## src/rtl/ramp_pkg.sv

```systemverilog
package ramp_pkg;

    parameter int RP_WORD_W  = 32;
    parameter int RP_INC_W   = 30;
    parameter int RP_LEN_W   = 16;
    parameter int RP_BURST_W = 13;
    parameter int RP_SYNC_N  = 2;

    typedef enum logic [1:0] {
        ST_IDLE = 2'd0,
        ST_RUN  = 2'd1,
        ST_HOLD = 2'd2
    } ramp_state_e;

    localparam logic [1:0] ADV_TIMEOUT = 2'd0;
    localparam logic [1:0] ADV_TRIG_A  = 2'd1;
    localparam logic [1:0] ADV_TRIG_B  = 2'd2;

    localparam logic [3:0] TRG_CLK_RISE = 4'd1;
    localparam logic [3:0] TRG_DIR_RISE = 4'd2;
    localparam logic [3:0] TRG_ALWAYS   = 4'd4;
    localparam logic [3:0] TRG_CLK_FALL = 4'd9;
    localparam logic [3:0] TRG_DIR_FALL = 4'd10;

    function automatic logic trig_fire(input logic [3:0] code,
                                       input logic ck_now, input logic ck_old,
                                       input logic dr_now, input logic dr_old);
        logic hit;
        unique case (code)
            TRG_CLK_RISE: hit = ck_now & ~ck_old;
            TRG_DIR_RISE: hit = dr_now & ~dr_old;
            TRG_ALWAYS:   hit = 1'b1;
            TRG_CLK_FALL: hit = ~ck_now & ck_old;
            TRG_DIR_FALL: hit = ~dr_now & dr_old;
            default:      hit = 1'b0;
        endcase
        return hit;
    endfunction

endpackage

```

## src/rtl/ramp_trig_det.sv

```systemverilog
module ramp_trig_det
    import ramp_pkg::*;
#(
    parameter int SYNC_N = RP_SYNC_N
) (
    input  logic       clk,
    input  logic       rst_n,
    input  logic       pin_clk,
    input  logic       pin_dir,
    input  logic [3:0] sel_a,
    input  logic [3:0] sel_b,
    output logic       trig_a,
    output logic       trig_b
);
    localparam int DEPTH = SYNC_N + 1;

    logic [1:0] pins;
    logic [1:0] now_v;
    logic [1:0] old_v;

    assign pins = {pin_dir, pin_clk};

    for (genvar p = 0; p < 2; p++) begin : g_pin
        logic [DEPTH-1:0] sh;
        always_ff @(posedge clk) begin
            if (!rst_n) sh <= '0;
            else        sh <= {sh[DEPTH-2:0], pins[p]};
        end
        assign now_v[p] = sh[SYNC_N-1];
        assign old_v[p] = sh[SYNC_N];
    end

    assign trig_a = trig_fire(sel_a, now_v[0], old_v[0], now_v[1], old_v[1]);
    assign trig_b = trig_fire(sel_b, now_v[0], old_v[0], now_v[1], old_v[1]);

endmodule

```

## src/rtl/ramp_rate_div.sv

```systemverilog
module ramp_rate_div (
    input  logic clk,
    input  logic rst_n,
    input  logic run,
    input  logic pd_tick,
    input  logic half,
    output logic step
);
    logic phase;

    always_ff @(posedge clk) begin
        if (!rst_n || !run)     phase <= 1'b0;
        else if (pd_tick && half) phase <= ~phase;
    end

    assign step = run & pd_tick & (~half | phase);

endmodule

```

## src/rtl/ramp_gen.sv

```systemverilog
module ramp_gen
    import ramp_pkg::*;
#(
    parameter int WORD_W  = RP_WORD_W,
    parameter int INC_W   = RP_INC_W,
    parameter int LEN_W   = RP_LEN_W,
    parameter int BURST_W = RP_BURST_W
) (
    input  logic               clk,
    input  logic               rst_n,
    input  logic               pd_tick,
    input  logic               ramp_clk_in,
    input  logic               ramp_dir_in,
    input  logic               cfg_enable,
    input  logic               cfg_manual,
    input  logic               cal_start,
    input  logic               cfg_half_rate,
    input  logic [WORD_W-1:0]  cfg_start_word,
    input  logic [LEN_W-1:0]   s0_len,
    input  logic [INC_W-1:0]   s0_inc,
    input  logic               s0_next,
    input  logic [1:0]         s0_adv,
    input  logic               s0_snap,
    input  logic [LEN_W-1:0]   s1_len,
    input  logic [INC_W-1:0]   s1_inc,
    input  logic               s1_next,
    input  logic [1:0]         s1_adv,
    input  logic               s1_snap,
    input  logic [3:0]         trig_a_sel,
    input  logic [3:0]         trig_b_sel,
    input  logic [BURST_W-1:0] burst_limit,
    input  logic [1:0]         burst_src,
    output logic [WORD_W-1:0]  freq_word,
    output logic               freq_valid,
    output logic               busy
);
    localparam int EXT_W = WORD_W - INC_W;

    ramp_state_e state, state_nxt;

    logic [WORD_W-1:0]  freq_q, base_q;
    logic               seg_q;
    logic [LEN_W-1:0]   cnt_q;
    logic [BURST_W-1:0] bcnt_q;

    logic active, running, step, trig_a, trig_b;
    logic [LEN_W-1:0] len_sel;
    logic [INC_W-1:0] inc_sel;
    logic [1:0]       adv_sel;
    logic             nxt_sel, snap_tgt;
    logic [WORD_W-1:0] inc_ext, freq_stepped, freq_nxt;
    logic [LEN_W:0]     cnt_plus;
    logic [BURST_W:0]   bcnt_plus;
    logic timeout, advance, bump, burst_done;

    assign active  = cfg_enable & ~cfg_manual;
    assign running = (state == ST_RUN);

    ramp_trig_det u_trig (
        .clk     (clk),
        .rst_n   (rst_n),
        .pin_clk (ramp_clk_in),
        .pin_dir (ramp_dir_in),
        .sel_a   (trig_a_sel),
        .sel_b   (trig_b_sel),
        .trig_a  (trig_a),
        .trig_b  (trig_b)
    );

    ramp_rate_div u_div (
        .clk     (clk),
        .rst_n   (rst_n),
        .run     (running),
        .pd_tick (pd_tick),
        .half    (cfg_half_rate),
        .step    (step)
    );

    // Active segment fields
    always_comb begin
        len_sel  = seg_q ? s1_len  : s0_len;
        inc_sel  = seg_q ? s1_inc  : s0_inc;
        adv_sel  = seg_q ? s1_adv  : s0_adv;
        nxt_sel  = seg_q ? s1_next : s0_next;
        snap_tgt = nxt_sel ? s1_snap : s0_snap;
    end

    assign inc_ext      = {{EXT_W{inc_sel[INC_W-1]}}, inc_sel};
    assign cnt_plus     = {1'b0, cnt_q} + {{LEN_W{1'b0}}, 1'b1};
    assign bcnt_plus    = {1'b0, bcnt_q} + {{BURST_W{1'b0}}, 1'b1};
    assign timeout      = step && (cnt_plus >= {1'b0, len_sel});
    assign freq_stepped = step ? freq_q + inc_ext : freq_q;

    always_comb begin
        unique case (adv_sel)
            ADV_TIMEOUT: advance = timeout;
            ADV_TRIG_A:  advance = trig_a;
            ADV_TRIG_B:  advance = trig_b;
            default:     advance = 1'b0;
        endcase
        unique case (burst_src)
            2'd0:    bump = advance;
            2'd1:    bump = trig_a;
            2'd2:    bump = trig_b;
            default: bump = 1'b0;
        endcase
        freq_nxt   = (advance && snap_tgt) ? base_q : freq_stepped;
        burst_done = bump && (burst_limit != '0) && (bcnt_plus == {1'b0, burst_limit});
    end

    // Next state: START, BURST_END, ABORT
    always_comb begin
        state_nxt = state;
        unique case (state)
            ST_IDLE, ST_HOLD: if (cal_start) state_nxt = ST_RUN;
            ST_RUN:           if (burst_done) state_nxt = ST_HOLD;
            default:          state_nxt = ST_IDLE;
        endcase
        if (!active) state_nxt = ST_IDLE;
    end

    // State register
    always_ff @(posedge clk) begin
        if (!rst_n) state <= ST_IDLE;
        else        state <= state_nxt;
    end

    // Datapath
    always_ff @(posedge clk) begin
        if (!rst_n || !active) begin
            freq_q <= '0;
            base_q <= '0;
            seg_q  <= 1'b0;
            cnt_q  <= '0;
            bcnt_q <= '0;
        end else if (!running) begin
            if (cal_start) begin
                freq_q <= cfg_start_word;
                base_q <= cfg_start_word;
                seg_q  <= 1'b0;
                cnt_q  <= '0;
                bcnt_q <= '0;
            end
        end else begin
            freq_q <= freq_nxt;
            if (advance) begin
                seg_q <= nxt_sel;
                cnt_q <= '0;
            end else if (step) begin
                cnt_q <= cnt_plus[LEN_W-1:0];
            end
            if (bump) bcnt_q <= bcnt_plus[BURST_W-1:0];
        end
    end

    // Outputs
    always_comb begin
        busy       = (state == ST_RUN);
        freq_valid = (state != ST_IDLE);
        freq_word  = freq_q;
    end

endmodule

```

## config.mk

```make
export PLATFORM = sky130hd
export DESIGN_NAME = ramp_gen
export DESIGN_NICKNAME = d
export VERILOG_FILES = /design/src/rtl/ramp_pkg.sv /design/src/rtl/ramp_trig_det.sv /design/src/rtl/ramp_rate_div.sv /design/src/rtl/ramp_gen.sv
export SDC_FILE = /design/constraint.sdc
export NUM_CORES = 1
export LEC_CHECK = 0
export ABC_AREA = 1
export BUFFER_PORTS_ARGS = -buffer_cell sky130_fd_sc_hd__buf_2
export CAP_MARGIN = 40
export CORE_ASPECT_RATIO = 1.5
export CORE_MARGIN = 2
export CORE_UTILIZATION = 50
export DETAILED_ROUTE_END_ITERATION = 16
export PLACE_DENSITY = 0.81
export SYNTH_ARGS = -nofsm -noshare
export SYNTH_HDL_FRONTEND = slang
export SYNTH_HIERARCHICAL = 1
export SYNTH_SLANG_ARGS = --single-unit
```

## constraint.sdc

```tcl
create_clock -name clk -period 5.1 [get_ports clk]
set_clock_uncertainty 0.15 [all_clocks]
set_input_delay 0.255 -clock clk [delete_from_list [all_inputs] [get_ports clk]]
set_output_delay 0.255 -clock clk [all_outputs]
set_load 0.05 [all_outputs]
```

==> results.md <==
* Cell area after synthesis at 0.008748 sq mm
* Syn_nets at 1730
* Final setup TNS at 0 ps
* Layout cells sized above 1 at 14.74%
* Post-route ant nets at 0
* Share of the yosys chip area belonging to registers at 23.57%
* CTS Sinks at 103
* Slew HR at 41.76%
* Vias at 9907
* Grt ovf at 0
* First-pass GRT wire length at 43.32 mm
* Vias in the first global route at 9506
* PnR worst setup slack at 884.6 ps
* Hold-fix buffers, CTS at 2
* LEAKAGE at 0.005220 uW
* Cts repair resizes at 0
* Residual DRC at 0
* Synth top area cells: nand2_1 (24%), dfxtp_1 (24%), nor2_1 (7.8%)
* Final setup vio count at 0
* PD cells at 195.6 mW/mm^2
* DR pass1 iterations at 7
* Port buffer count at 197
* Drt initial violations at 495
* RSZ-0062 raised after global routing: false
* Yosys warns at 6
* CTS tree: done
* Routability congestion estimate at 0.9463
* Average size of a mapped cell at 5.771 sq um
* Sw frac at 30.82%
* Clk slew on worst S/H paths at 70 ps
* Final Cycle Share at 82.66%
* Worst-Margin Slew at 872.4 ps
* Netlist cell types at 39
* Combinational power share at 22.6%
* Total power at 1981 uW
* Pre-CTS setup slack at 923.1 ps
* Max Freq at 0.2372 GHz
* Die area at 0.01859 sq mm
* Wirelength per Cell at 14.10 microns
* Synth Instances at 1516
* Die X at 112 microns
* Placed Cells at 1879
* Synth-to-layout area growth at 15.76%
* Internal power at 1371 uW
* Switch Pwr at 610.7 uW
* Post-synth top area cell: nand2_1
* Post-Route WL at 26.76 mm
* Status: complete, no violations
* Row cnt at 59
* H-Tree Level Count at 3
* CP max FO at 32
* Nets@finish at 1893
* CP endpoint kind: flop
* Seq pwr share at 41.9%
* Hpwl dp at 20.43 mm
* Ports at 198
* CTS Buffer Depth at 2
* Post-Layout Cell Count at 1897
* Synth top area share at 23.90%
* Initial antenna violation count at 3
* Clk Latency, worst-skew pair at 360 ps
* CP required at 5240 ps
* Clock root buffer: clkbuf_16
* Maxcap violations at 0
* Setup CP Type: flop to flop
* Avg Vias per Cell at 5.222
* Fin. max-slew vios at 0
* Initial Utilization at 50.64%
* Register bit count reported by yosys at 103
* Cts bufs inserted at 9
* Tot GR Track Use at 28.32%
* Type of the tightest min-delay check: input pin to flop
* Peak supply drop at 134.1 uV
* Chip height at 166.0 microns
* Clock share of power at 35.5%
* Core area at 0.01727 sq mm
* Crit path arrival time at 4350 ps
* Layout Utilization at 58.63%
* Final-report hold violation count at 0
* Largest net degree at the start of global routing at 51
* Post-CTS Setup Inserts at 0
* CP Launch Type: flop
* Fin crit period at 4215 ps
## state kept, by name (all words and copies together) (netlist names)
name,count
base_q,32
bcnt_q,13
cnt_q,16
freq_word,32
seg_q,1
state,2
u_div/phase,1
u_trig/g_pin.sh,6
## metrics by stage
| step | hold slack [ps] | area (sq um) |
|---|---|---|
| final | 10.79 | 10130 |
| after global routing | 12.42 | 10120 |
| after CTS | 0.3013 | 10120 |
| after detailed placement | 252.0 | 9822 |
| after global placement | 246.9 | 9802 |
| after floorplan | 198.5 | 8748 |
## per-layer routing
layer / share of wire, % / up-vias / routed length, microns / global-route usage [%]
li1: - / 5118 / - / -
met1: 39 / 4362 / 10390 / 30.86
met2: 51 / 339 / 13540 / 51.67
met3: 5.5 / 86 / 1463 / 4.307
met4: 5.0 / 2 / 1343 / 15.91
met5: 0.049 / - / 13 / 0
## power groups by stage
stage	registers, uW	clock network [uW]	logic [uW]
5_1_grt	831	747	502
4_1_cts	829	714	446
2_1_floorplan	870	0	269
3_3_place_gp	847	0	436
3_5_place_dp	848	0	442
6_report	829	703	449
## cell usage after synthesis
master,instances
dfxtp_1,103
inv_1,158
ha_1,49
xor2_1,23
nand2_2,7
inv_2,6
buf_6,6
clkbuf_1,36
o211ai_1,2
a21oi_1,125
nor2_4,1
nor4_1,2
and3_1,2
nand4_1,11
nand3b_1,15
o21bai_1,12
mux2i_1,15
or2_0,1
o21ai_2,1
nor3_2,2
a21o_1,3
buf_4,2
fa_1,1
o21a_1,2
xnor2_1,11
o21ai_1,2
clkinv_1,2
o21ai_0,27
buf_1,2
mux2_2,1
nor3_1,10
or2_2,8
a21boi_0,4
nand2_1,557
nand3_1,112
o31ai_1,1
a31oi_1,2
nor2_1,181
buf_2,11
## final cells by class
| type | count | area, sq um |
|---|---|---|
| Antenna cell | 2 | 5.005 |
| Clock buffer | 13 | 250.2 |
| Clock inverter | 1 | 30.03 |
| Fill cell | 1784 | 7147 |
| Inverter | 166 | 623.1 |
| Multi-Input combinational cell | 1190 | 5796 |
| Sequential cell | 103 | 2063 |
| Tap cell | 213 | 266.5 |
| Timing Repair Buffer | 209 | 1094 |
## critical path, cell delays in order, from the launching register on
cell	delay [ps]
dfxtp_1	380
ha_1	210
nand2_1	60
nor2_1	130
and3_1	230
nand2_1	110
nor3_1	230
nand3_1	130
xnor2_1	170
ha_1	300
nand2_1	90
or2_2	300
nand2_1	70
nand2_1	40
nand3_1	70
nand2_1	50
nand2_1	50
nand2_1	60
nand2_2	80
nand2_2	60
nand2_2	290
nand2_2	490
nand2_1	170
nand2_1	60
nor2_1	130
## cells in the final DEF (no fill, tap or decap), types with 3 or more instances in the layout
cell and count:
inv_1 158, nand3_1 112, or2_2 8, a21o_1 3, xor2_1 23, clkbuf_16 9, inv_2 6, nand2_1 557
buf_4 9, clkbuf_1 3, nand2_2 7, dfxtp_1 102, nand3b_1 15, a21boi_0 4, o21bai_1 12, mux2i_1 15
xnor2_1 11, ha_1 49, a21oi_1 125, buf_2 197, o21ai_0 27, nor2_1 178, nor3_1 10, nand4_1 11
## cells by family after synthesis
group           Yosys count  share of synthesized area [%]
xor+xnor                 34                          3.404
buf+inv                 223                          10.33
mux                      16                          1.845
flops                   103                          23.57
fa+ha+maj                50                          7.237
compound gates          181                          11.11
simple gates            909                          42.51
## final timing paths
check                           to  cells past startpoint                  start  slack [ps]
max                  freq_word[18]                     24               cnt_q[0]         880
min                     base_q[14]                      3     cfg_start_word[14]          10
max reg2reg          freq_word[18]                     24               cnt_q[0]         880
min reg2reg  u_trig/g_pin[0].sh[1]                      2  u_trig/g_pin[0].sh[0]         260
Power figures use the tool's default switching activity.
